===== src/rtl/pci_claim_pkg.sv =====
// Package: shared state type, timing constants and command classifiers
// for the PCI claim decoder. Command codes are the raw C/BE# values
// driven during the address phase.
package pci_claim_pkg;

    typedef enum logic [1:0] {
        ST_IDLE   = 2'd0,
        ST_DECODE = 2'd1,
        ST_CLAIM  = 2'd2,
        ST_WAIT   = 2'd3
    } claim_state_e;

    // Clock (counted from the address phase) in which a subtractive claim is first visible.
    localparam int SUB_VISIBLE_CLK = 4;
    // Decode-state counter value at the edge that launches the subtractive claim.
    localparam int SUB_LAUNCH_CNT  = SUB_VISIBLE_CLK - 2;
    localparam int CNT_W           = 2;

    // True for commands this bridge may ever take.
    function automatic logic cmd_claimable(input logic [3:0] cmd);
        case (cmd)
            4'b0010, 4'b0011,                   // I/O read / write
            4'b0110, 4'b0111,                   // memory read / write
            4'b1010, 4'b1011,                   // configuration read / write
            4'b1100, 4'b1110, 4'b1111: return 1'b1; // memory multiple/line/invalidate
            default:                   return 1'b0;
        endcase
    endfunction

    function automatic logic cmd_is_io(input logic [3:0] cmd);
        return cmd[3:1] == 3'b001;
    endfunction

    function automatic logic cmd_is_mem_read(input logic [3:0] cmd);
        return (cmd == 4'b0110) || (cmd == 4'b1100) || (cmd == 4'b1110);
    endfunction

endpackage


===== src/rtl/pci_win_cmp.sv =====
// Module: pci_win_cmp
// Inclusive address window compare: hit when lo <= addr <= hi.
// Assumes lo <= hi; an inverted window never hits.
module pci_win_cmp #(
    parameter int ADDR_W = 32
) (
    input  logic [ADDR_W-1:0] addr,
    input  logic [ADDR_W-1:0] lo,
    input  logic [ADDR_W-1:0] hi,
    output logic              hit
);

    // Both ends are part of the window.
    always_comb begin
        hit = (addr >= lo) && (addr <= hi);
    end

endmodule


===== src/rtl/pci_claim_decode.sv =====
// Module: pci_claim_decode
// Combinational decode of a captured address phase. It produces the
// positive-window hit, the subtractive eligibility and the boot-window read
// flag. Assumes its inputs are held stable for the whole transaction.
module pci_claim_decode
    import pci_claim_pkg::*;
#(
    parameter int                ADDR_W     = 32,
    parameter logic [ADDR_W-1:0] BOOT_BASE  = 32'hFFFF_0000,
    parameter logic [ADDR_W-1:0] BOOT_LIMIT = 32'hFFFF_FFFF
) (
    input  logic [ADDR_W-1:0] addr,
    input  logic [3:0]        cmd,
    input  logic              local_io,
    input  logic [ADDR_W-1:0] win_base,
    input  logic [ADDR_W-1:0] win_limit,
    output logic              pos_hit,
    output logic              sub_ok,
    output logic              boot_hit
);

    localparam int NWIN = 2;   // index 0: programmed window, 1: boot window

    logic [ADDR_W-1:0] win_lo [NWIN];
    logic [ADDR_W-1:0] win_hi [NWIN];
    logic [NWIN-1:0]   win_hit;
    logic              eligible;

    // Gather window bounds so the compare instances come from one loop.
    always_comb begin
        win_lo[0] = win_base;
        win_hi[0] = win_limit;
        win_lo[1] = BOOT_BASE;
        win_hi[1] = BOOT_LIMIT;
    end

    generate
        for (genvar w = 0; w < NWIN; w++) begin : g_win
            pci_win_cmp #(.ADDR_W(ADDR_W)) u_cmp (
                .addr (addr),
                .lo   (win_lo[w]),
                .hi   (win_hi[w]),
                .hit  (win_hit[w])
            );
        end
    endgenerate

    // Claimable command not diverted to an internal function.
    always_comb begin
        eligible = cmd_claimable(cmd) && !(cmd_is_io(cmd) && local_io);
        pos_hit  = eligible && win_hit[0];
        sub_ok   = eligible;
        boot_hit = cmd_is_mem_read(cmd) && win_hit[1];
    end

endmodule


===== src/rtl/pci_claim_fsm.sv =====
// Module: pci_claim_fsm
// Follows bus phases. It captures the address phase, times the medium or
// subtractive claim, holds DEVSEL# until the final data phase completes and
// flags external claims of boot reads. Assumes the decode results are a
// combinational function of the captured values it provides.
module pci_claim_fsm
    import pci_claim_pkg::*;
#(
    parameter int ADDR_W = 32
) (
    input  logic              clk,
    input  logic              rst_n,
    input  logic              frame_n,
    input  logic              irdy_n,
    input  logic              trdy_n,
    input  logic              ext_devsel_n,
    input  logic [ADDR_W-1:0] ad,
    input  logic [3:0]        cbe_n,
    input  logic              local_io_hit,
    input  logic              decode_subtr,
    input  logic              pos_hit,
    input  logic              sub_ok,
    input  logic              boot_hit,
    output logic [ADDR_W-1:0] cap_addr,
    output logic [3:0]        cap_cmd,
    output logic              cap_lio,
    output logic              mode_q,
    output logic              devsel_n,
    output logic              boot_set
);

    claim_state_e     state;
    logic [CNT_W-1:0] cnt;
    logic             bus_idle;
    logic             last_done;

    // Bus-level conditions used by several states.
    always_comb begin
        bus_idle  = frame_n && irdy_n;
        last_done = frame_n && !irdy_n && !trdy_n;
    end

    // Boot flag event: an external agent took a boot read during a subtractive window.
    always_comb begin
        boot_set = (state == ST_DECODE) && mode_q && !bus_idle
                   && !ext_devsel_n && boot_hit;
    end

    // Phase sequencing, capture and claim output register.
    always_ff @(posedge clk) begin
        if (!rst_n) begin
            state    <= ST_IDLE;
            cnt      <= '0;
            devsel_n <= 1'b1;
            cap_addr <= '0;
            cap_cmd  <= '0;
            cap_lio  <= 1'b0;
            mode_q   <= 1'b0;
        end else begin
            case (state)
                ST_IDLE: begin
                    if (!frame_n) begin
                        cap_addr <= ad;
                        cap_cmd  <= cbe_n;
                        cap_lio  <= local_io_hit;
                        mode_q   <= decode_subtr;
                        cnt      <= '0;
                        state    <= ST_DECODE;
                    end
                end
                ST_DECODE: begin
                    if (bus_idle) begin
                        state <= ST_IDLE;
                    end else if (!mode_q) begin
                        if (pos_hit) begin
                            devsel_n <= 1'b0;
                            state    <= ST_CLAIM;
                        end else begin
                            state <= ST_WAIT;
                        end
                    end else if (!ext_devsel_n) begin
                        state <= ST_WAIT;
                    end else if (cnt == CNT_W'(SUB_LAUNCH_CNT)) begin
                        if (sub_ok) begin
                            devsel_n <= 1'b0;
                            state    <= ST_CLAIM;
                        end else begin
                            state <= ST_WAIT;
                        end
                    end else begin
                        cnt <= cnt + 1'b1;
                    end
                end
                ST_CLAIM: begin
                    if (last_done) begin
                        devsel_n <= 1'b1;
                        state    <= ST_WAIT;
                    end
                end
                default: begin
                    if (bus_idle) begin
                        state <= ST_IDLE;
                    end
                end
            endcase
        end
    end

endmodule


===== src/rtl/pci_boot_status.sv =====
// Module: pci_boot_status
// Sticky status byte with write-one-to-clear bits. Each bit has its own
// set input, and a set beats a clear on the same edge. Only bits whose
// set input is ever driven can become 1.
module pci_boot_status #(
    parameter int STS_W = 8
) (
    input  logic             clk,
    input  logic             rst_n,
    input  logic [STS_W-1:0] set_vec,
    input  logic             wr_en,
    input  logic [STS_W-1:0] wdata,
    output logic [STS_W-1:0] sts
);

    generate
        for (genvar b = 0; b < STS_W; b++) begin : g_bit
            // One sticky bit: set has priority over a write-one clear.
            always_ff @(posedge clk) begin
                if (!rst_n) begin
                    sts[b] <= 1'b0;
                end else if (set_vec[b]) begin
                    sts[b] <= 1'b1;
                end else if (wr_en && wdata[b]) begin
                    sts[b] <= 1'b0;
                end
            end
        end
    endgenerate

endmodule


===== src/rtl/pci_claim_ctl.sv =====
// Module: pci_claim_ctl (top)
// PCI target claim decoder: positive claim at medium timing, or
// subtractive claim at the fourth clock, plus a sticky boot status flag.
// Assumes the bus signals are already synchronous to clk.
module pci_claim_ctl
    import pci_claim_pkg::*;
#(
    parameter int                ADDR_W     = 32,
    parameter int                STS_W      = 8,
    parameter int                BOOT_BIT   = 2,
    parameter logic [ADDR_W-1:0] BOOT_BASE  = 32'hFFFF_0000,
    parameter logic [ADDR_W-1:0] BOOT_LIMIT = 32'hFFFF_FFFF
) (
    input  logic              clk,
    input  logic              rst_n,
    input  logic              frame_n,
    input  logic              irdy_n,
    input  logic              trdy_n,
    input  logic              ext_devsel_n,
    input  logic [ADDR_W-1:0] ad,
    input  logic [3:0]        cbe_n,
    input  logic              local_io_hit,
    input  logic              decode_subtr,
    input  logic [ADDR_W-1:0] win_base,
    input  logic [ADDR_W-1:0] win_limit,
    input  logic              sts_wr_en,
    input  logic [STS_W-1:0]  sts_wdata,
    output logic              devsel_n,
    output logic [STS_W-1:0]  status
);

    logic [ADDR_W-1:0] cap_addr;
    logic [3:0]        cap_cmd;
    logic              cap_lio;
    logic              mode_q;
    logic              pos_hit;
    logic              sub_ok;
    logic              boot_hit;
    logic              boot_set;
    logic [STS_W-1:0]  set_vec;

    // Route the boot event to its status bit; other bits have no source.
    always_comb begin
        set_vec           = '0;
        set_vec[BOOT_BIT] = boot_set;
    end

    pci_claim_decode #(
        .ADDR_W     (ADDR_W),
        .BOOT_BASE  (BOOT_BASE),
        .BOOT_LIMIT (BOOT_LIMIT)
    ) u_decode (
        .addr      (cap_addr),
        .cmd       (cap_cmd),
        .local_io  (cap_lio),
        .win_base  (win_base),
        .win_limit (win_limit),
        .pos_hit   (pos_hit),
        .sub_ok    (sub_ok),
        .boot_hit  (boot_hit)
    );

    pci_claim_fsm #(.ADDR_W(ADDR_W)) u_fsm (
        .clk          (clk),
        .rst_n        (rst_n),
        .frame_n      (frame_n),
        .irdy_n       (irdy_n),
        .trdy_n       (trdy_n),
        .ext_devsel_n (ext_devsel_n),
        .ad           (ad),
        .cbe_n        (cbe_n),
        .local_io_hit (local_io_hit),
        .decode_subtr (decode_subtr),
        .pos_hit      (pos_hit),
        .sub_ok       (sub_ok),
        .boot_hit     (boot_hit),
        .cap_addr     (cap_addr),
        .cap_cmd      (cap_cmd),
        .cap_lio      (cap_lio),
        .mode_q       (mode_q),
        .devsel_n     (devsel_n),
        .boot_set     (boot_set)
    );

    pci_boot_status #(.STS_W(STS_W)) u_status (
        .clk     (clk),
        .rst_n   (rst_n),
        .set_vec (set_vec),
        .wr_en   (sts_wr_en),
        .wdata   (sts_wdata),
        .sts     (status)
    );

endmodule


===== config.mk =====
export PLATFORM = sky130hd
export DESIGN_NAME = pci_claim_ctl
export DESIGN_NICKNAME = d
export VERILOG_FILES = /design/src/rtl/pci_claim_pkg.sv /design/src/rtl/pci_win_cmp.sv /design/src/rtl/pci_claim_decode.sv /design/src/rtl/pci_claim_fsm.sv /design/src/rtl/pci_boot_status.sv /design/src/rtl/pci_claim_ctl.sv
export SDC_FILE = /design/constraint.sdc
export NUM_CORES = 1
export LEC_CHECK = 0
export BUFFER_PORTS_ARGS = -buffer_cell sky130_fd_sc_hd__buf_4
export CORE_MARGIN = 2
export CORE_UTILIZATION = 40
export CTS_BUF_LIST = sky130_fd_sc_hd__clkbuf_2 sky130_fd_sc_hd__clkbuf_4 sky130_fd_sc_hd__clkbuf_8
export CTS_CLUSTER_SIZE = 8
export DETAILED_ROUTE_END_ITERATION = 12
export PLACE_DENSITY = 0.71
export SLEW_MARGIN = 20
export SYNTH_ARGS = -nofsm -noshare
export SYNTH_HDL_FRONTEND = slang
export SYNTH_SLANG_ARGS = --single-unit

===== constraint.sdc =====
create_clock -name clk -period 4.4 [get_ports clk]
set_input_delay 0.66 -clock clk [delete_from_list [all_inputs] [get_ports clk]]
set_output_delay 0.66 -clock clk [all_outputs]
set_load 0.02 [all_outputs]

Word-level counts from Yosys, hierarchy flattened
Memory sizes are Yosys's and may differ from the RTL's. A register that Yosys moved wholly into a read port is not among the register bits.
Cells that the tools add are included.
{"block": "classes", "n_addsub": 1, "muxes": 28, "n_reduce_logical": 30, "magnitude_cmp": 4, "bitwise": 1, "eq_ne": 18}
{"cell": "greater-or-equal comparator 32 bit", "count": 1}
{"cell": "greater-or-equal comparator 32 bit, second input constant", "count": 1}
{"cell": "<= comparator 32 bit", "count": 1}
{"cell": "<= comparator 32 bit, second input constant", "count": 1}
{"cell": "2-to-1 mux 2 bit", "count": 12}
{"cell": "logical AND 1 bit", "count": 14}
{"cell": "2-to-1 mux 1 bit", "count": 11}
{"cell": "!= test 3 bit, second input constant", "count": 3}
{"cell": "equality test 4 bit, second input constant", "count": 2}
{"cell": "2-to-1 mux 4 bit", "count": 2}
{"cell": "!= test 2 bit, second input constant", "count": 4}
{"cell": "AND reduction 7 bit", "count": 1}
{"cell": "case mux 2 bit (3 select lines)", "count": 1}
{"cell": "AND reduction 6 bit", "count": 1}
{"cell": "nonzero test 2 bit", "count": 3}
{"cell": "logical NOT 1 bit", "count": 5}
{"cell": "!= test 5 bit, second input constant", "count": 1}
{"cell": "equality test 2 bit, second input constant", "count": 2}
{"cell": "equality test 4 x 3 -> 1 bit, second input constant", "count": 1}
{"cell": "!= test 2 x 1 -> 1 bit, second input constant", "count": 2}
{"cell": "case mux 2 bit (2 select lines)", "count": 1}
{"cell": "AND reduction 4 bit", "count": 1}
{"cell": "nonzero test 4 bit", "count": 1}
{"cell": "equality test 3 x 1 -> 1 bit, second input constant", "count": 1}
{"cell": "8 further kinds", "count": 9}
{"block": "totals", "output_inout_bits": 9, "mem_bits_ro": 16, "elab_cells": 91, "ff_bits": 44, "memories": 1, "input_bits": 117}
{"name": "(no name shown)", "words": 16, "width": 1, "rd": 1, "rd_ports_with_merged_regs": 1, "write_ports": 0, "line": "pci_claim_pkg.sv:21", "text": "case (cmd)"}

Longest topological paths before layout
{"block": "logic_depth", "ltp_word": 10, "ltp_mapped": 9, "depth_no_buf": 9}

Cells and area by module
A second synthesis with hierarchy kept.
{"block": "hier_totals", "hier_cells": 699, "area_unflattened_um2": 5166.2}
{"mod": "pci_claim_fsm", "seq_area_each_um2": 860.8, "cells_per_inst": 203, "area_each_um2": 1622.8, "n_inst": 1}
{"mod": "pci_win_cmp (u_decode.g_win[1].u_cmp)", "seq_area_each_um2": 0.0, "cells_per_inst": 226, "area_each_um2": 1604.0, "n_inst": 1}
{"mod": "pci_win_cmp (u_decode.g_win[0].u_cmp)", "seq_area_each_um2": 0.0, "cells_per_inst": 226, "area_each_um2": 1592.8, "n_inst": 1}
{"mod": "pci_boot_status", "seq_area_each_um2": 160.2, "cells_per_inst": 33, "area_each_um2": 285.3, "n_inst": 1}
{"mod": "pci_claim_decode", "seq_area_each_um2": 0.0, "cells_per_inst": 10, "area_each_um2": 57.6, "n_inst": 1}
{"mod": "pci_claim_ctl", "seq_area_each_um2": 0.0, "cells_per_inst": 1, "area_each_um2": 3.8, "n_inst": 1}

Worst setup path after synthesis
No wires, ideal clock.
{"block": "synth_timing", "kind": "input port to flip-flop", "from": "in win_base[29]", "to": "reg u_fsm.devsel_n", "setup_time_ns": 0.124, "arrival_time_ns": 2.343, "t_required_ns": 4.276, "slack_ns": 1.932, "n_path_buf": 0, "cell_stages": 9, "path_cell_list": "inv_1 -> ha_1 -> and4_1 -> nand2_1 -> or4b_4 -> a211oi_2 -> a21oi_2 -> o311ai_1 -> a2bb2oi_1"}
{"block": "synth_between", "elab_chain_len": 5}
{"item": "start: declaration", "line": "pci_claim_ctl.sv:24", "text": "input logic [ADDR_W-1:0] win_base,"}
{"item": "greater-or-equal comparator 32 bit", "line": "pci_win_cmp.sv:15", "text": "hit = (addr >= lo) && (addr <= hi);"}
{"item": "logical AND 1 bit", "line": "pci_win_cmp.sv:15"}
{"item": "logical AND 1 bit", "line": "pci_claim_decode.sv:51", "text": "pos_hit = eligible && win_hit[0];"}
{"item": "!= test 3 x 2 -> 1 bit (no line)"}
{"item": "AND reduction 7 bit (no line)"}
{"item": "end signal: assignment", "line": "pci_claim_fsm.sv:54", "text": "devsel_n <= 1'b1;"}
{"item": "end signal: assignment", "line": "pci_claim_fsm.sv:76", "text": "devsel_n <= 1'b0;"}
{"item": "end signal: assignment", "line": "pci_claim_fsm.sv:85", "text": "devsel_n <= 1'b0;"}
{"item": "end: declaration", "line": "pci_claim_fsm.sv:28", "text": "output logic devsel_n,"}
Every way passes these cells.
A chain may end at the register's enable or synchronous reset.

Worst setup path in the final report
{"block": "layout_timing", "from": "in win_base[30]", "to": "reg u_fsm.devsel_n"}
Same word-level chain as after synthesis.

==> impl_metrics.toml <==
[run_status]
result_of_the_run = "complete, no violations"

[global_route]
largest_net_degree_at_the_start_of_global_routing = 39
grt_usage = 0.191
grt_pass1_vias = 3463
initial_antenna_violation_count = 0
grt_first_pass_wirelength_um = 15200
grt.overflow.total = 0

[clock_network]
h_tree_depth_reported_by_cts = 2
clock_path_buffers = 2
numClockSinks = 45
clk_pin_slew_worst_paths_ps = 90
clk_root_buffer_cell = "clkbuf_8"
number_of_cts_inserted_buffers = 5
cts_tree = "done"
cts_repair_resize_count = 0
cts.repair_timing.setup_buffer_count = 0
cts_hold_buf = 0
clk_latency_ps = 300

[logic_synthesis]
synth.avg_cell_area_sq_um = 7.49
ys.warnings.count = 0
synth_area_sq_um = 3590
yosys_register_bits = 45
synth_flop_cell = "dfxtp_1"
synth.lib_cells_used.distinct = 45
synth_edf_count = 0
synth_async_sr_flop_share = 0
seq_area_frac_synth = 0.251
synth_cells = 479

[timing]
post-route-period-util = 0.557
hold_violations = 0
fin_setup_tns_ps = 0
timing.clock.skew_ps = 11.0
maxClockFrequency_mhz = 408
worstMarginPinSlew_ps = 746
timing.final.setup_violations = 0
maxSlewHeadroom = 0.500
setup_repair_after_global_routing_missed_its_margin = "false"
period_needed_ps = 2450
maxSlewViolCount = 0

[setup_path]
start_kind = "input pin"
worst_setup_path_end_kind = "flip-flop"
timing.critical_path.arrival_ps = 2680
cp.required_ps = 4630
crit_path_max_fanout = 3
criticalPathCategory = "input pin to flip-flop"

[placed_design]
placement.cell_area_sq_um = 4500
dpl.hpwl_um = 7660
gp_congestion = 0.872
io_buffer_count = 111

[route]
routed_wire_length_per_instance_um = 13.4
detail_route.drc_violations = 0
route.vias.total = 3571
dr.pass1.iters = 4
detail-route-antenna-nets = 0
avgViaCountPerCell = 5.14
totalWireLength_um = 9320
initialDrtViolationCount = 143

[cells_and_area]
postLayoutCellArea_sq_um = 4590
final_core_util = 0.526
layout_nets = 772
final_layout_size_suffix_gt1_frac = 0.220
antenna_diodes = 0
layout-area-overhead-vs-synth_pct = 27.8

[pwr]
power.switching_fraction = 0.396
power.total_mw = 1.41
ir_worst_vdd_v = 0.000207
switchingPower_mw = 0.560
cellInternalPower_mw = 0.854
power_per_cell_area_nw_per_um2 = 308
leakage_nw = 2.37
pwr-share-seq = 0.383
pwr-share-comb = 0.434
pwr-share-clk = 0.183

[worst_hold_path]
type_of_the_most_critical_hold_path = "flip-flop to flip-flop"

[die]
core-area_sq_um = 8720
floorplan.initialDensity = 0.412
die_width_um = 98.7
rows = 34
io_pins = 126
area_of_the_die_sq_um = 9750
die_h_um = 98.7

[flow_run]
maxCapViolations = 0
-- kinds of logic (layout without fill, tap and decap cells) --
family                     Yosys count  in the layout  synth area share
and+or+nand+nor                    170            170             0.220
AOI/OAI and AO/OA                  107            107             0.189
buffers and inverters               87            189            0.0983
adders and majority gates           69             69             0.241
DFF                                 45             45             0.251
other                                1              7           0.00104
-- synth_stat cells (2+ instances only) --
| master | n | area share |
|---|---|---|
| ha_1 | 69 | 0.24 |
| a41oi_1 | 2 | 0.0049 |
| a2bb2oi_1 | 2 | 0.0049 |
| a31oi_1 | 2 | 0.0035 |
| or3_1 | 2 | 0.0035 |
| nand2b_1 | 3 | 0.0052 |
| a21boi_0 | 25 | 0.052 |
| nand3_1 | 7 | 0.0098 |
| nand2_1 | 106 | 0.11 |
| buf_4 | 7 | 0.015 |
| nor3b_1 | 2 | 0.0042 |
| or2_2 | 2 | 0.0035 |
| o21bai_1 | 2 | 0.0042 |
| nand4_1 | 9 | 0.016 |
| nor2_1 | 15 | 0.016 |
| nor2b_1 | 3 | 0.0052 |
| o21ai_0 | 17 | 0.024 |
| a221oi_1 | 5 | 0.012 |
| inv_1 | 68 | 0.071 |
| a21oi_1 | 42 | 0.059 |
| and4_1 | 6 | 0.015 |
| clkbuf_1 | 9 | 0.0094 |
| buf_1 | 3 | 0.0031 |
| nor4_1 | 3 | 0.0052 |
| nor3_1 | 4 | 0.0056 |
| dfxtp_1 | 45 | 0.25 |
-- cell usage in the layout (no fill, tap or decap), types with 2 or more instances in the layout --
cell type / count
inv_1: 68
nand2_1: 106
nor3_1: 4
a41oi_1: 2
dfxtp_1: 45
nand4_1: 9
nor2b_1: 2
nor3b_1: 2
buf_4: 113
or3_1: 2
ha_1: 69
conb_1: 7
or2_2: 2
and4_1: 6
nor2_1: 15
a21boi_0: 25
nand3_1: 7
a21oi_1: 42
a221oi_1: 5
clkbuf_8: 5
a2bb2oi_1: 2
clkinv_2: 2
o21ai_0: 17
o21bai_1: 2
nor4_1: 3
nand2b_1: 3
a31oi_1: 2
-- layer usage --
metal,global-route usage,vias to the layer above,share of wire
met5,0,-,0
met4,0.0558,0,0.020
met3,0.0340,16,0.054
met2,0.338,117,0.47
met1,0.237,1605,0.46
li1,-,1833,-
-- path summary, 6_finish.rpt --
| check | startpoint | end | slack (ps) | depth (start not counted) |
|---|---|---|---|---|
| worst min register to register | u_fsm.cap_addr[0] | u_fsm.cap_addr[0] | 470 | 2 |
| worst min-delay path | u_fsm.cap_addr[0] | u_fsm.cap_addr[0] | 470 | 2 |
| worst max register to register | u_fsm.state[1] | flip-flop | 2000 | 8 |
| worst max-delay path | win_base[30] | u_fsm.devsel_n | 1950 | 10 |
-- flip-flops by register name (all words and copies together), names as in the netlist, named ones only --
name	count
u_fsm.cap_addr	32
u_fsm.cap_cmd	4
u_fsm.cnt	2
u_fsm.state	2
u_fsm.cap_lio	1
u_fsm.devsel_n	1
u_fsm.mode_q	1
u_status.sts	1
-- power groups by stage --
stage,registers (mW),logic (mW),clock network [mW]
after floorplan,0.531,0.419,0
after CTS,0.542,0.617,0.265
final,0.541,0.614,0.258
after global placement,0.548,0.587,0
after detailed placement,0.551,0.613,0
after global routing,0.551,0.706,0.281
-- worst max-delay path: stages --
cell,delay [ps]
buf_4,70
inv_1,30
ha_1,310
and4_1,200
nand2_1,80
or4b_4,530
a211oi_2,270
a21oi_2,80
nor4_2,250
a2bb2oi_1,180
-- metrics by stage --
stage                     hold WS (ps)  worst slack [ps]  std cells
final                              469              1950        695
after global routing               496              1650        695
after CTS                          470              1930        695
after detailed placement           457              1610        687
after global placement             449              1640        687
after floorplan                    432              1930        485
-- final cells by class --
type / instances / area [sq um]
flip-flops and latches: 45 / 901
clock inverters: 3 / 17.5
multi-input cells: 353 / 2360
repair buffers: 113 / 848
well taps: 108 / 135
inverters: 68 / 255
fillers: 832 / 4130
clock buffers: 5 / 68.8
Note: power is estimated with default switching activity, not from simulation.
